`src/rtl/float_gap_ctrl.sv`:
```
module float_gap_ctrl #(
  parameter int NUM_CS = 4,
  parameter int CNT_W  = 4,
  localparam int CS_W  = (NUM_CS > 1) ? $clog2(NUM_CS) : 1
) (
  input  logic                    clk,
  input  logic                    rst_n,
  input  logic [NUM_CS*CNT_W-1:0] float_cycles,
  input  logic [NUM_CS*CNT_W-1:0] rd_hold,
  input  logic [NUM_CS*CNT_W-1:0] wr_setup,
  input  logic [NUM_CS-1:0]       opt_en,
  input  logic                    req_valid,
  input  logic [CS_W-1:0]         req_cs,
  input  logic                    req_write,
  output logic                    req_ready,
  output logic [CNT_W-1:0]        wait_cnt
);

  logic [CNT_W-1:0] left_q;
  logic [CS_W-1:0]  cs_q;
  logic             opt_q;

  logic [CNT_W-1:0] fc_sel, hold_sel, setup_sel, sub, load_val;
  logic             same_rd, grant;

  assign fc_sel    = float_cycles[req_cs*CNT_W +: CNT_W];
  assign hold_sel  = rd_hold[req_cs*CNT_W +: CNT_W];
  assign setup_sel = wr_setup[req_cs*CNT_W +: CNT_W];

  assign load_val = (fc_sel > hold_sel) ? fc_sel - hold_sel : '0;
  assign sub      = (opt_q && req_write) ? setup_sel : '0;
  assign same_rd  = !req_write && (req_cs == cs_q);
  assign wait_cnt = (same_rd || left_q <= sub) ? '0 : left_q - sub;
  assign grant    = req_valid && (wait_cnt == '0);
  assign req_ready = grant;

  always_ff @(posedge clk or negedge rst_n) begin
    if (!rst_n) begin
      left_q <= '0;
      cs_q   <= '0;
      opt_q  <= 1'b0;
    end else if (grant && !req_write) begin
      left_q <= load_val;
      cs_q   <= req_cs;
      opt_q  <= opt_en[req_cs];
    end else if (grant) begin
      left_q <= '0;
    end else if (left_q != '0) begin
      left_q <= left_q - 1'b1;
    end
  end

endmodule


```
`config.mk`:
```
export PLATFORM = sky130hd
export DESIGN_NAME = float_gap_ctrl
export DESIGN_NICKNAME = d
export VERILOG_FILES = /design/src/rtl/float_gap_ctrl.sv
export SDC_FILE = /design/constraint.sdc
export NUM_CORES = 1
export LEC_CHECK = 0
export BUFFER_PORTS_ARGS = -buffer_cell sky130_fd_sc_hd__buf_2
export CELL_PAD_IN_SITES_DETAIL_PLACEMENT = 0
export CELL_PAD_IN_SITES_GLOBAL_PLACEMENT = 1
export CORE_MARGIN = 2
export CORE_UTILIZATION = 34
export DETAILED_ROUTE_END_ITERATION = 12
export GPL_TIMING_DRIVEN = 0
export PLACE_DENSITY = 0.85
export SYNTH_ARGS = -nofsm -noshare
export SYNTH_HDL_FRONTEND = slang
export SYNTH_SLANG_ARGS = --single-unit
```
`constraint.sdc`:
```
create_clock -name clk -period 8.52 [get_ports clk]
set_input_delay 1.278 -clock clk [delete_from_list [all_inputs] [get_ports clk]]
set_output_delay 1.278 -clock clk [all_outputs]
set_load 0.02 [all_outputs]
```
==> flow_metrics.py, run 1 <==
metrics = {
    "grt": {
        "grt_overflow": 0,
        "grt_usage": 0.1616,
        "grt_max_degree": 11,
        "antenna_found_initial": 0,
        "grt_pass1_vias": 1074,
        "grt_first_pass_wirelength_mm": 4.471,
    },
    "setup_path": {
        "cp-start-kind": "input port",
        "worstSetupPathType": "in -> out",
        "path_max_fanout": 10,
        "r2r_cells": 9,
        "cp.arrival_ns": 3.86,
        "worst_setup_path_end_kind": "primary output",
        "cp.required_ns": 7.24,
    },
    "timing": {
        "max_slew.worst_pin.slew_ns": 0.5300,
        "drv_slew": 0,
        "fin_tns_setup_ns": 0,
        "rsz0062_at_grt": "false",
        "setup_viol": 0,
        "max_freq_ghz": 0.1945,
        "hold_slack_ns": 0.5142,
        "timing.final.crit_share": 0.6033,
        "slew_headroom": 0.6467,
        "min_period_ns": 5.140,
        "skew_ns": 0.0004937,
        "final_hold_viol_count": 0,
    },
    "route": {
        "wl_mm": 2.659,
        "routed_via_density": 5.000,
        "num_vias": 1040,
        "routedWlPerCell_um": 12.78,
        "drc": 0,
        "drtPass1Iterations": 4,
        "antenna_left": 0,
        "drt_iter0_drc": 24,
    },
    "placement": {
        "gp_congestion": 0.7323,
        "place_area_um2": 1440,
        "dp.final_hpwl_mm": 2.356,
        "io_buffers": 60,
    },
    "finish": {
        "syn_to_final_growth_pct": 35.18,
        "drive_gt1_frac": 0.5122,
        "finalNetCount": 235,
        "diodes": 0,
        "multi_input_area_um2": 850.8,
        "regArea_um2": 175.2,
        "fillers": 305,
        "design_area_um2": 1466,
        "utilization": 0.4803,
    },
    "cts": {
        "clkTransAtPathRegs_ns": 0.05,
        "clock_latency_ns": 0.24,
        "cts_tree": "done",
        "cts_buffer_depth": 2,
        "cts_sinks": 7,
        "hold_buffers": 0,
        "cts_buffers": 3,
        "cts_setup_buffers": 0,
        "clock-root-buffer": "clkbuf_4",
        "cts-htree-levels": 1,
        "ctsResizeCount": 0,
    },
    "synthesis": {
        "ys.flop_type": "dfrtp_1",
        "ys_top_cells_by_count": "mux4_2, ha_1, inv_1",
        "yosysUniqueCellTypes": 33,
        "synth_top_area_share": 0.2699,
        "yosysTopAreaCell": "mux4_2",
        "synthMostInstantiatedCell": "mux4_2",
        "synthCells": 100,
        "yosys_warnings": 0,
        "synth.cell_area_um2": 1085,
        "synth_area_leaders": "mux4_2, dfrtp_1, ha_1",
        "synth.avg_cell_area_um2": 10.85,
        "ys_seq_area_frac": 0.1615,
        "ys_async_sr_fraction": 1.000,
        "synth_edf_count": 0,
        "ys_seq_elements": 7,
        "syn_nets": 170,
    },
    "power": {
        "max-vdd-ir-drop_uv": 77.61,
        "power-per-cell-area_nw_per_um2": 252.0,
        "p_leak_nw": 0.7347,
        "p_total_uw": 369.6,
    },
    "floorplan": {
        "die_y_um": 60.49,
        "die_w_um": 60.49,
        "num_io_pins": 63,
        "start_util": 0.3553,
        "dieArea_um2": 3658,
        "core_region_area_um2": 3053,
        "num_rows": 20,
    },
    "run": {
        "drv_cap": 0,
    },
    "min_path": {
        "hold_depth": 1,
        "hold_path.class": "reg -> reg",
    },
    "run_status": {
        "status": "complete, no violations",
    },
}
## through the flow
stage / instances / setup slack (ns)
global placement: 204 / 3.406
CTS: 208 / 3.337
finish: 208 / 3.380
global route: 208 / 3.180
detailed placement: 204 / 3.375
floorplan: 100 / 3.634
## worst max-delay path: stages
cell     delay (ns)
buf_4          0.14
buf_2          0.31
mux4_2         0.55
nand3_1        0.12
ha_1           0.30
and3b_1        0.20
or3_1          0.38
a21oi_2        0.21
o21ai_2        0.15
inv_1          0.07
buf_2          0.15
## cell type report
class	instances	share of cell area
inverters	10	0.02560
flip-flops and latches	7	0.1195
multi-input cells	79	0.5802
plain buffers	4	0.01451
well taps	44	0.03754
clock buffers	4	0.01792
repair buffers	60	0.2048
## layout by cell type, fill, tap and decap left out, drive strengths merged
cell type  count
a21o           2
a21oi          5
and3           1
and3b          2
and4           1
buf           63
clkbuf         5
dfrtp          7
fa             2
ha            10
inv           10
mux2           4
mux2i          3
mux4          13
nand2          3
nand2b         1
nand3          5
nand3b         1
nand4          1
nor2           4
nor2b          2
nor3           4
nor3b          1
o21a           1
o21ai          4
o311ai         1
or3            2
xnor2          2
xor2           4
## registers in the layout, summed over array words and instances, names as in the netlist
signal,cells
opt_q,1
cs_q,2
left_q,4
## routing by layer
| layer | up-vias | track usage | share of wire |
|---|---|---|---|
| li1 | 506 | - | - |
| met1 | 502 | 0.1898 | 0.38 |
| met2 | 30 | 0.3059 | 0.56 |
| met3 | 2 | 0.04691 | 0.050 |
| met4 | 0 | 0.009317 | 0.0030 |
| met5 | - | 0 | 0 |
## power by group
part           switching, mW  total (mW)  internal [mW]
clock                 0.0113      0.0291         0.0178
sequential            0.0164      0.0669         0.0505
combinational          0.146       0.274          0.127
total                  0.174       0.370          0.196
## cell families after synthesis
logic type | after synthesis | share of synthesized area
AO/OA/AOI/OAI | 13 | 0.09689
XOR/XNOR | 6 | 0.04844
adder cells (fa/ha/maj) | 12 | 0.1523
buffers and inverters | 14 | 0.05421
flip-flops | 7 | 0.1615
multiplexers | 20 | 0.3426
AND/OR/NAND/NOR | 28 | 0.1442
## final timing paths
| path | start | end | slack, ns |
|---|---|---|---|
| max in group asynchronous | rst_n | left_q[2]$_DFFE_PN0P_ | 7.50 |
| hold reg to reg | cs_q[1]$_DFFE_PN0P_ | cs_q[1]$_DFFE_PN0P_ | 0.51 |
| min in group asynchronous | rst_n | cs_q[0]$_DFFE_PN0P_ | 0.86 |
| setup / recovery | req_cs[0] | req_ready | 3.38 |
| hold / removal | cs_q[1]$_DFFE_PN0P_ | cs_q[1]$_DFFE_PN0P_ | 0.51 |
| setup reg to reg | opt_q$_DFFE_PN0P_ | left_q[0]$_DFFE_PN0P_ | 6.21 |
(Power assumes the default switching activity.)
==> run 2: changes to the inputs <==
--- a/config.mk
+++ b/config.mk
@@ -9,10 +9,10 @@
 export CELL_PAD_IN_SITES_DETAIL_PLACEMENT = 0
 export CELL_PAD_IN_SITES_GLOBAL_PLACEMENT = 1
 export CORE_MARGIN = 2
-export CORE_UTILIZATION = 34
+export CORE_UTILIZATION = 29
 export DETAILED_ROUTE_END_ITERATION = 12
 export GPL_TIMING_DRIVEN = 0
-export PLACE_DENSITY = 0.85
+export PLACE_DENSITY = 0.77
 export SYNTH_ARGS = -nofsm -noshare
 export SYNTH_HDL_FRONTEND = slang
 export SYNTH_SLANG_ARGS = --single-unit
==> constraint.sdc (replaced) <==
create_clock -name clk -period 4.5 [get_ports clk]
set_input_delay 0.675 -clock clk [delete_from_list [all_inputs] [get_ports clk]]
set_output_delay 0.675 -clock clk [all_outputs]
set_load 0.02 [all_outputs]
==> run 2 against run 1 <==
  * Setup slack lost 2.8 ns
  * Sequential share of layout area shrank 0.19 points
  * Clock-buffer cell count is the same
  * Hold slack lost 0.23 ns
  * Die area grew 16%
  * Clock skew is essentially flat
  * Utilization shrank 7.0 points
==> flow_metrics.py, run 2 (synthesis results as in run 1) <==
metrics = {
    "cts": {
        "clock-root-buffer": "clkbuf_8",
        "cts_buffer_depth": 2,
        "cts_tree": "done",
        "cts_setup_buffers": 0,
        "clock_latency_ns": 0.22,
        "hold_buffers": 0,
        "cts-htree-levels": 1,
        "ctsResizeCount": 0,
        "clkTransAtPathRegs_ns": 0.04,
        "cts_buffers": 3,
        "cts_sinks": 7,
    },
    "grt": {
        "top_usage_layer": "met2",
        "grtUsageMet2": 0.2258,
        "grt_pass1_vias": 1052,
        "globalRouteMet1Util": 0.1480,
        "antenna_found_initial": 0,
        "grt_max_degree": 11,
        "grt_usage": 0.1261,
        "met3_usage": 0.02226,
        "grt_first_pass_wirelength_mm": 4.174,
        "grt_overflow": 0,
    },
    "setup_path": {
        "cp-start-kind": "input port",
        "critPathMaxStageDelay_ns": 0.55,
        "rrSetupSlack_ns": 2.24,
        "worst-path-buf-inv": 4,
        "cp.arrival_ns": 3.22,
        "cp.required_ns": 3.83,
        "path_max_fanout": 10,
        "path_common_cell": "buf_2",
        "worstSetupPathType": "in -> out",
        "critical_path.top_delay_family": "buffers and inverters",
        "slowest_stage": "mux4_2",
        "path_cells": "buf_4, buf_2, mux4_2, nand3_1, ha_1, and3b_1, or3_1, a21oi_2, o21ai_2, inv_1, buf_2",
        "worst_setup_path_end_kind": "primary output",
    },
    "timing": {
        "setup_viol": 0,
        "setup_slack_ns": 0.6048,
        "max_slew.worst_pin.slew_ns": 0.5047,
        "skew_ns": 0.0001800,
        "timing.final.crit_share": 0.8656,
        "rsz0062_at_grt": "false",
        "final_hold_viol_count": 0,
        "min_period_ns": 3.895,
        "slew_headroom": 0.6635,
        "drv_slew": 0,
        "fin_tns_setup_ns": 0,
        "max_freq_ghz": 0.2567,
    },
    "run_status": {
        "status": "complete, no violations",
    },
    "floorplan": {
        "dieArea_um2": 4246,
        "die_w_um": 65.16,
        "start_util": 0.2986,
        "num_rows": 22,
        "num_io_pins": 63,
        "die_y_um": 65.16,
        "core_region_area_um2": 3633,
    },
    "power": {
        "max-vdd-ir-drop_uv": 150.8,
        "p_total_uw": 723.6,
        "p_leak_nw": 0.7425,
        "power-per-cell-area_nw_per_um2": 485.6,
    },
    "route": {
        "wl_mm": 2.361,
        "antenna_left": 0,
        "routed_via_density": 4.736,
        "drc": 0,
        "num_vias": 1004,
        "drtPass1Iterations": 3,
        "routedWlPerCell_um": 11.14,
        "drt_iter0_drc": 7,
    },
    "placement": {
        "dp.final_hpwl_mm": 2.135,
        "gp_congestion": 0.7792,
        "dp_slack_ns": 0.5570,
        "io_buffers": 60,
    },
    "finish": {
        "final_common_cell": "buf_2",
        "drive_gt1_frac": 0.5122,
        "diodes": 0,
        "syn_to_final_growth_pct": 37.37,
        "largest_reg_flops": 4,
        "fillers": 389,
        "top_regs": "left_q: 4 flops, cs_q: 2 flops, opt_q: 1 flops",
        "finalNetCount": 235,
        "layout_common_cells": "buf_2, mux4_2, inv_1, ha_1, dfrtp_1",
        "top_register": "left_q",
    },
    "min_path": {
        "hold_path.class": "in -> async",
    },
    "run": {
        "drv_cap": 0,
    },
}
## run 2: cell counts in the layout (fill, tap and decap cells not counted)
No cell type changed its count.
## run 2: worst paths after layout
kind                                     startpoint                     to  depth (start not counted)
worst min-delay path                          rst_n  left_q[2]$_DFFE_PN0P_                          1
worst min register to register  cs_q[1]$_DFFE_PN0P_    cs_q[1]$_DFFE_PN0P_                          1
worst max register to register    opt_q$_DFFE_PN0P_  left_q[0]$_DFFE_PN0P_                          9
min in group clk                cs_q[1]$_DFFE_PN0P_    cs_q[1]$_DFFE_PN0P_                          1
max in group asynchronous                     rst_n      opt_q$_DFFE_PN0P_                          1
worst max-delay path                      req_cs[0]              req_ready                         11
## run 2: layer usage
metal  routed length (µm)  part of all wire
met3                  156             0.066
met4                   17            0.0072
met1                  965              0.41
met2                 1222              0.52
met5                    0                 0
## run 2: area by class of cell
cell class	instances	area [µm²]	area share
buffer	4	21.27	0.01427
inverter	10	37.54	0.02519
clock buffer	4	45.04	0.03023
sequential	7	175.2	0.1175
timing repair buffer	60	300.3	0.2015
multi-input combinational	79	850.8	0.5709
tap	48	60.06	0.04030
## run 2: metrics by stage
step	area (µm²)	instances	utilization	hold slack, ns
after floorplan	1085	100	-	0.3794
after global placement	1445	208	0.3977	0.5001
after detailed placement	1445	208	0.3977	0.5064
after CTS	1490	212	0.4101	0.2770
after global routing	1490	212	0.4101	0.2821
final	1490	212	0.4101	0.2804
## run 2: worst register-to-register path, stage by stage (launching register included)
cell	delay, ns
dfrtp_1	0.39
and3_1	0.17
ha_1	0.15
inv_1	0.05
fa_1	0.40
xnor2_1	0.23
nand3_1	0.12
a21oi_2	0.17
o21ai_2	0.14
mux2_4	0.33
## run 2: power by group
group | switching (mW) | internal, mW | total, mW
Clock | 0.0251 | 0.0611 | 0.0862
Combinational | 0.269 | 0.240 | 0.509
Sequential | 0.0328 | 0.0958 | 0.129
Total | 0.326 | 0.397 | 0.724
